==> src/rtl/exc_pkg.sv <==
package exc_pkg;

  localparam logic [15:0] VEC_RST_POR    = 16'hFFFE;
  localparam logic [15:0] VEC_RST_CLKMON = 16'hFFFC;
  localparam logic [15:0] VEC_RST_WDOG   = 16'hFFFA;

  localparam logic [7:0] OFS_TRAP    = 8'hF8;
  localparam logic [7:0] OFS_SWI     = 8'hF6;
  localparam logic [7:0] OFS_SYS     = 8'h12;
  localparam logic [7:0] OFS_CPVIOL  = 8'h16;
  localparam logic [7:0] OFS_CPUVIOL = 8'h14;
  localparam logic [7:0] OFS_XIRQ    = 8'hF4;
  localparam logic [7:0] OFS_IRQ     = 8'hF2;
  localparam logic [7:0] OFS_MSK_TOP = 8'hF0;
  localparam logic [7:0] OFS_SPUR    = 8'h10;
  localparam logic [7:0] OFS_RSVD    = 8'h18;

  // Slots from 0xF0 down to 0x1A in steps of two
  localparam int MSK_SLOTS_MAX = 108;

  function automatic logic [15:0] rel_vec(input logic [7:0] base,
                                          input logic [7:0] ofs);
    return {base, ofs[7:1], 1'b0};
  endfunction

endpackage

==> src/rtl/exc_rst_sync.sv <==
module exc_rst_sync (
  input  logic clk,
  input  logic rst_n,
  output logic rst_sync_n
);
  logic [1:0] sync_q;
  logic [1:0] sync_d;

  always_comb begin
    sync_d = {sync_q[0], 1'b1};
  end

  always_ff @(posedge clk or negedge rst_n) begin
    if (!rst_n) sync_q <= 2'b00;
    else        sync_q <= sync_d;
  end

  assign rst_sync_n = sync_q[1];
endmodule

==> src/rtl/exc_msk_arb.sv <==
module exc_msk_arb
  import exc_pkg::*;
#(
  parameter int NUM_SRC = 8,
  parameter int LVL_W   = 3,
  localparam int IDX_W  = (NUM_SRC > 1) ? $clog2(NUM_SRC) : 1
) (
  input  logic [NUM_SRC-1:0]       req_i,
  input  logic [NUM_SRC*LVL_W-1:0] lvl_i,
  input  logic                     imask_i,
  output logic                     hit_o,
  output logic [7:0]               ofs_o
);
  logic [LVL_W-1:0] eff_lvl [NUM_SRC];
  logic [LVL_W-1:0] best_lvl;
  logic [IDX_W-1:0] best_idx;

  // Qualify each source: masked or idle sources present level 0
  for (genvar g = 0; g < NUM_SRC; g++) begin : g_qual
    assign eff_lvl[g] = (req_i[g] && !imask_i) ? lvl_i[g*LVL_W +: LVL_W]
                                                : '0;
  end

  // Strictly-greater scan: lowest index (highest offset) keeps ties
  always_comb begin
    best_lvl = '0;
    best_idx = '0;
    for (int i = 0; i < NUM_SRC; i++) begin
      if (eff_lvl[i] > best_lvl) begin
        best_lvl = eff_lvl[i];
        best_idx = IDX_W'(i);
      end
    end
  end

  assign hit_o = (best_lvl != '0);
  assign ofs_o = OFS_MSK_TOP - 8'({best_idx, 1'b0});
endmodule

==> src/rtl/exc_fixed_sel.sv <==
module exc_fixed_sel
  import exc_pkg::*;
(
  input  logic       rst_por_i,
  input  logic       rst_clkmon_i,
  input  logic       rst_wdog_i,
  input  logic       req_trap_i,
  input  logic       req_swi_i,
  input  logic       req_sys_i,
  input  logic       req_cpviol_i,
  input  logic       req_cpuviol_i,
  input  logic       xirq_i,
  input  logic       irq_i,
  input  logic       xmask_i,
  input  logic       imask_i,
  input  logic       msk_hit_i,
  input  logic [7:0] msk_ofs_i,
  input  logic [7:0] vbase_i,
  output logic [15:0] vec_o
);
  always_comb begin
    vec_o = rel_vec(vbase_i, OFS_SPUR);
    if      (rst_por_i)              vec_o = VEC_RST_POR;
    else if (rst_clkmon_i)           vec_o = VEC_RST_CLKMON;
    else if (rst_wdog_i)             vec_o = VEC_RST_WDOG;
    else if (req_trap_i)             vec_o = rel_vec(vbase_i, OFS_TRAP);
    else if (req_swi_i)              vec_o = rel_vec(vbase_i, OFS_SWI);
    else if (req_sys_i)              vec_o = rel_vec(vbase_i, OFS_SYS);
    else if (req_cpviol_i)           vec_o = rel_vec(vbase_i, OFS_CPVIOL);
    else if (req_cpuviol_i)          vec_o = rel_vec(vbase_i, OFS_CPUVIOL);
    else if (xirq_i && !xmask_i)     vec_o = rel_vec(vbase_i, OFS_XIRQ);
    else if (irq_i && !imask_i)      vec_o = rel_vec(vbase_i, OFS_IRQ);
    else if (msk_hit_i)              vec_o = rel_vec(vbase_i, msk_ofs_i);
  end
endmodule

==> src/rtl/exc_vec_reg.sv <==
module exc_vec_reg (
  input  logic        clk,
  input  logic        rst_n,
  input  logic        load_i,
  input  logic [15:0] vec_d_i,
  output logic [15:0] vec_o,
  output logic        valid_o
);
  logic [15:0] vec_q, vec_nxt;
  logic        val_q, val_nxt;

  always_comb begin
    vec_nxt = vec_q;
    if (load_i) vec_nxt = vec_d_i;
    val_nxt = load_i;
  end

  always_ff @(posedge clk or negedge rst_n) begin
    if (!rst_n) begin
      vec_q <= '0;
      val_q <= 1'b0;
    end else begin
      vec_q <= vec_nxt;
      val_q <= val_nxt;
    end
  end

  assign vec_o   = vec_q;
  assign valid_o = val_q;
endmodule

==> src/rtl/exc_vector_resolver.sv <==
module exc_vector_resolver
  import exc_pkg::*;
#(
  parameter int NUM_SRC = 8,
  parameter int LVL_W   = 3
) (
  input  logic                     clk,
  input  logic                     rst_n,
  input  logic                     rst_por_i,
  input  logic                     rst_clkmon_i,
  input  logic                     rst_wdog_i,
  input  logic                     req_trap_i,
  input  logic                     req_swi_i,
  input  logic                     req_sys_i,
  input  logic                     req_cpviol_i,
  input  logic                     req_cpuviol_i,
  input  logic                     xirq_i,
  input  logic                     irq_i,
  input  logic [NUM_SRC-1:0]       msk_req_i,
  input  logic [NUM_SRC*LVL_W-1:0] msk_lvl_i,
  input  logic                     imask_i,
  input  logic                     xmask_i,
  input  logic [7:0]               vbase_i,
  input  logic                     fetch_i,
  output logic [15:0]              vec_o,
  output logic                     vec_valid_o
);
  // NUM_SRC must not exceed MSK_SLOTS_MAX so offsets stay above 0x18
  logic        rst_sync_n;
  logic        msk_hit;
  logic [7:0]  msk_ofs;
  logic [15:0] vec_d;

  exc_rst_sync u_rst_sync (
    .clk        (clk),
    .rst_n      (rst_n),
    .rst_sync_n (rst_sync_n)
  );

  exc_msk_arb #(.NUM_SRC(NUM_SRC), .LVL_W(LVL_W)) u_msk_arb (
    .req_i   (msk_req_i),
    .lvl_i   (msk_lvl_i),
    .imask_i (imask_i),
    .hit_o   (msk_hit),
    .ofs_o   (msk_ofs)
  );

  exc_fixed_sel u_fixed_sel (
    .rst_por_i     (rst_por_i),
    .rst_clkmon_i  (rst_clkmon_i),
    .rst_wdog_i    (rst_wdog_i),
    .req_trap_i    (req_trap_i),
    .req_swi_i     (req_swi_i),
    .req_sys_i     (req_sys_i),
    .req_cpviol_i  (req_cpviol_i),
    .req_cpuviol_i (req_cpuviol_i),
    .xirq_i        (xirq_i),
    .irq_i         (irq_i),
    .xmask_i       (xmask_i),
    .imask_i       (imask_i),
    .msk_hit_i     (msk_hit),
    .msk_ofs_i     (msk_ofs),
    .vbase_i       (vbase_i),
    .vec_o         (vec_d)
  );

  exc_vec_reg u_vec_reg (
    .clk     (clk),
    .rst_n   (rst_sync_n),
    .load_i  (fetch_i),
    .vec_d_i (vec_d),
    .vec_o   (vec_o),
    .valid_o (vec_valid_o)
  );
endmodule

==> config.mk <==
export PLATFORM = sky130hd
export DESIGN_NAME = exc_vector_resolver
export DESIGN_NICKNAME = d
export VERILOG_FILES = /design/src/rtl/exc_pkg.sv /design/src/rtl/exc_rst_sync.sv /design/src/rtl/exc_msk_arb.sv /design/src/rtl/exc_fixed_sel.sv /design/src/rtl/exc_vec_reg.sv /design/src/rtl/exc_vector_resolver.sv
export SDC_FILE = /design/constraint.sdc
export NUM_CORES = 1
export LEC_CHECK = 0
export ABC_AREA = 1
export BUFFER_PORTS_ARGS = -buffer_cell sky130_fd_sc_hd__buf_2
export CAP_MARGIN = 20
export CORE_MARGIN = 3
export CORE_UTILIZATION = 49
export DETAILED_ROUTE_END_ITERATION = 7
export GPL_ROUTABILITY_DRIVEN = 0
export PLACE_DENSITY = 0.78
export SYNTH_ARGS = -nofsm -noshare
export SYNTH_HDL_FRONTEND = slang
export SYNTH_HIERARCHICAL = 1
export SYNTH_SLANG_ARGS = --single-unit
==> constraint.sdc <==
create_clock -name clk -period 1.7 [get_ports clk]
set_clock_uncertainty 0.2 [all_clocks]
set_input_delay 0.17 -clock clk [delete_from_list [all_inputs] [get_ports clk]]
set_output_delay 0.17 -clock clk [all_outputs]
set_load 0.02 [all_outputs]
==> impl_metrics.tcl, run 1 <==
set metrics [dict create \
    status "aborted with a tool error" \
    haltStage "global routing" \
    error "[ERROR GRT-0116] Global routing finished with congestion. Check the congestion regions in the DRC Viewer." \
    initial_core_util 0.530 \
    dpl_cell_area_um2 3130 \
    grt_pass1_wl_um 21300 \
    overflow 2 \
    cts_root_buf "clkbuf_8" \
    die_w_um 73.2 \
    dpl.hpwl_um 5070 \
    clock_sink_count 19 \
    h-tree-depth 1 \
    io_pins 72 \
    preCtsSetupSlack_ps -6300 \
    port_buffers 71 \
    cts.path.max_buffers 2 \
    syn_area_um2 2210 \
    grt_pass1_vias 4299 \
    placementRows 23 \
    grt_util_all_layers 0.535 \
    avgSynthCellArea_um2 6.45 \
    syn_inst 343 \
    grt_max_degree 19 \
    cts_buffers 3 \
    die_y_um 73.2 \
    yosysWarnings 6 \
]
==> metal layers <==
metal  GRT overflow  GRT usage
met4              0      0.588
met3              0      0.280
met5              0          0
met1              0      0.486
met2              2      0.804
==> per-stage QoR <==
stage                     hold WS, ps  TNS, ps   util  cells
after detailed placement         -236   -43430  0.751    519
after floorplan                  -326   -36730      -    345
after global placement           -244   -40590  0.751    519
after CTS                        7.37   -37550  0.969    597
==> timing repair <==
action,4_1_cts
pin swaps,50
endpoints found under the hold margin,7
setup buffers,70
hold buffers,6
resized for setup,57
endpoints found under the setup margin,7
==> run 2, diff against run 1 <==
--- a/config.mk
+++ b/config.mk
@@ -9,10 +9,10 @@
 export BUFFER_PORTS_ARGS = -buffer_cell sky130_fd_sc_hd__buf_2
 export CAP_MARGIN = 20
 export CORE_MARGIN = 3
-export CORE_UTILIZATION = 49
+export CORE_UTILIZATION = 34
 export DETAILED_ROUTE_END_ITERATION = 7
 export GPL_ROUTABILITY_DRIVEN = 0
-export PLACE_DENSITY = 0.78
+export PLACE_DENSITY_LB_ADDON = 0.15
 export SYNTH_ARGS = -nofsm -noshare
 export SYNTH_HDL_FRONTEND = slang
 export SYNTH_HIERARCHICAL = 1
==> impl_metrics.tcl, run 2 <==
set metrics [dict create \
    initial_core_util 0.363 \
    cts.clk_slew.worst_paths_ps 70 \
    final_nets 627 \
    finalHoldViolCount 0 \
    cp.arrival_ps 7290 \
    power_w 0.0103 \
    slew_violations 0 \
    cts_root_buf "clkbuf_8" \
    die_w_um 86.7 \
    grt_use_met1 0.225 \
    avgSynthCellArea_um2 6.45 \
    die_y_um 86.7 \
    largest_reg_flops 16 \
    grt-busiest-layer "met2" \
    drt-pass1-iter-count 4 \
    required_ps 1690 \
    clock_sink_count 19 \
    worst_r2r_path_depth 0 \
    fin_setup_tns_ps -38310 \
    h-tree-depth 1 \
    cp-startpoint "msk_req_i[0]" \
    syn_inst 343 \
    drtAntennaViolNets 0 \
    setup_violations 7 \
    grt.met3_usage 0.0380 \
    status "finished, violations left" \
    crit_top_cell "buf_4" \
    setup_ws_ps -5600 \
    violations "negative setup slack" \
    yosysWarnings 6 \
    regArea_um2 475 \
    crit_type "in2reg" \
    placementRows 28 \
    grt_util_all_layers 0.202 \
    vias_per_cell 4.59 \
    insertedDiodeCount 0 \
    cts_tree "built" \
    finalCritPeriodShare 4.29 \
    syn_to_final_growth_pct 92.3 \
    final_common_cell "buf_4" \
    drt-initial-drc-count 58 \
    end_kind "flop" \
    p_per_area_nw_per_um2 2410 \
    slowest_delay_ps 290 \
    tightestPinTransition_ps 672 \
    grt_pass1_wl_um 12200 \
    multiInputGateArea_um2 2000 \
    wl_per_cell_um 12.4 \
    p_leak_nw 2.31 \
    vias 2865 \
    syn_area_um2 2210 \
    core_um2 6100 \
    cts.path.max_buffers 2 \
    hold_ws_ps 5.48 \
    hold_start "vbase_i[2]" \
    clock_latency_ps 250 \
    drc_errors 0 \
    hp-class "in2reg" \
    relSlewSlack 0.552 \
    final_cell_mix "129 x buf_4, 91 x nand2_1, 70 x buf_2, 31 x nand2_2, 27 x inv_1" \
    layout-drive-gt1-share 0.619 \
    rr_endpoint "u_vec_reg/vec_o[6]" \
    wirelength_um 7750 \
    worstHoldPathCells 4 \
    antenna_found_initial 0 \
    cts_buffers 3 \
    grt_use_met2 0.373 \
    r2r-start "u_rst_sync/sync_q[1]" \
    timing.final.crit_period_ps 7300 \
    slowest_stage "ha_1" \
    ff2ff_setup_slack_ps 790 \
    cp-start-kind "input port" \
    max_cap_viol_count 0 \
    fmax_ghz 0.137 \
    port_buffers 71 \
    worst-path-max-fanout 4 \
    post-route-util 0.698 \
    num-fill-cells 497 \
    overflow 0 \
    grt_pass1_vias 2906 \
    rsz0062_at_grt "true" \
    grt_max_degree 19 \
    dpl.hpwl_um 4710 \
    hold_end "u_vec_reg/vec_o[10]" \
    die-area_um2 7510 \
    ir_drop_uv 2690 \
    io_pins 72 \
]
## run 2: metrics by stage
step           setup WS [ps]  area [um^2]  instances
5_1_grt                -6020         4250        624
3_3_place_gp           -5960         3220        551
2_1_floorplan          -5410         2340        345
6_report               -5600         4250        624
4_1_cts                -5410         3960        620
3_5_place_dp           -6050         3220        551
## run 2: worst max path at each step
stage,slack (ps),end
5_1_grt,-6020,u_vec_reg/vec_o[1]
4_1_cts,-5410,u_vec_reg/vec_o[2]
3_3_place_gp,-5960,u_vec_reg/vec_o[2]
6_report,-5600,u_vec_reg/vec_o[3]
2_1_floorplan,-5410,u_vec_reg/vec_o[2]
3_5_place_dp,-6050,u_vec_reg/vec_o[2]
## run 2: metal layers
metal  up-vias  share of wire
li1       1478              -
met1      1295           0.39
met2        74           0.53
met3        18          0.048
met4         0          0.032
met5         -              0
## run 2: what timing repair did
action                     in CTS  in global routing
setup endpoints to repair       7                  7
hold buffers                    4                  0
pin swaps                      53                 65
gates resized for setup        42                 58
hold endpoints to repair        5                  0
setup buffers                  62                  8
## run 2: critical path, delay by kind of cell
kind	cells	cell delay [ps]
AND/OR/NAND/NOR	13	1260
XOR/XNOR	1	100
adder cells (fa/ha/maj)	3	680
AO/OA/AOI/OAI	2	340
buffers and inverters	40	4740
## run 2: cell type report
type                    instances  share of cell area
clock buffers                   4              0.0106
inverters                      49              0.0491
multi-input cells             268               0.469
flip-flops and latches         19               0.112
well taps                      75              0.0221
repair buffers                209               0.337
## run 2: power by group
part           leakage [nW]  total [W]  switching (W)  internal (W)
clock                0.0228   0.000306       0.000139      0.000166
sequential            0.212   0.000512      0.0000241      0.000488
combinational          2.08    0.00945        0.00455       0.00489
No activity file was read; power rests on OpenSTA's default activity.
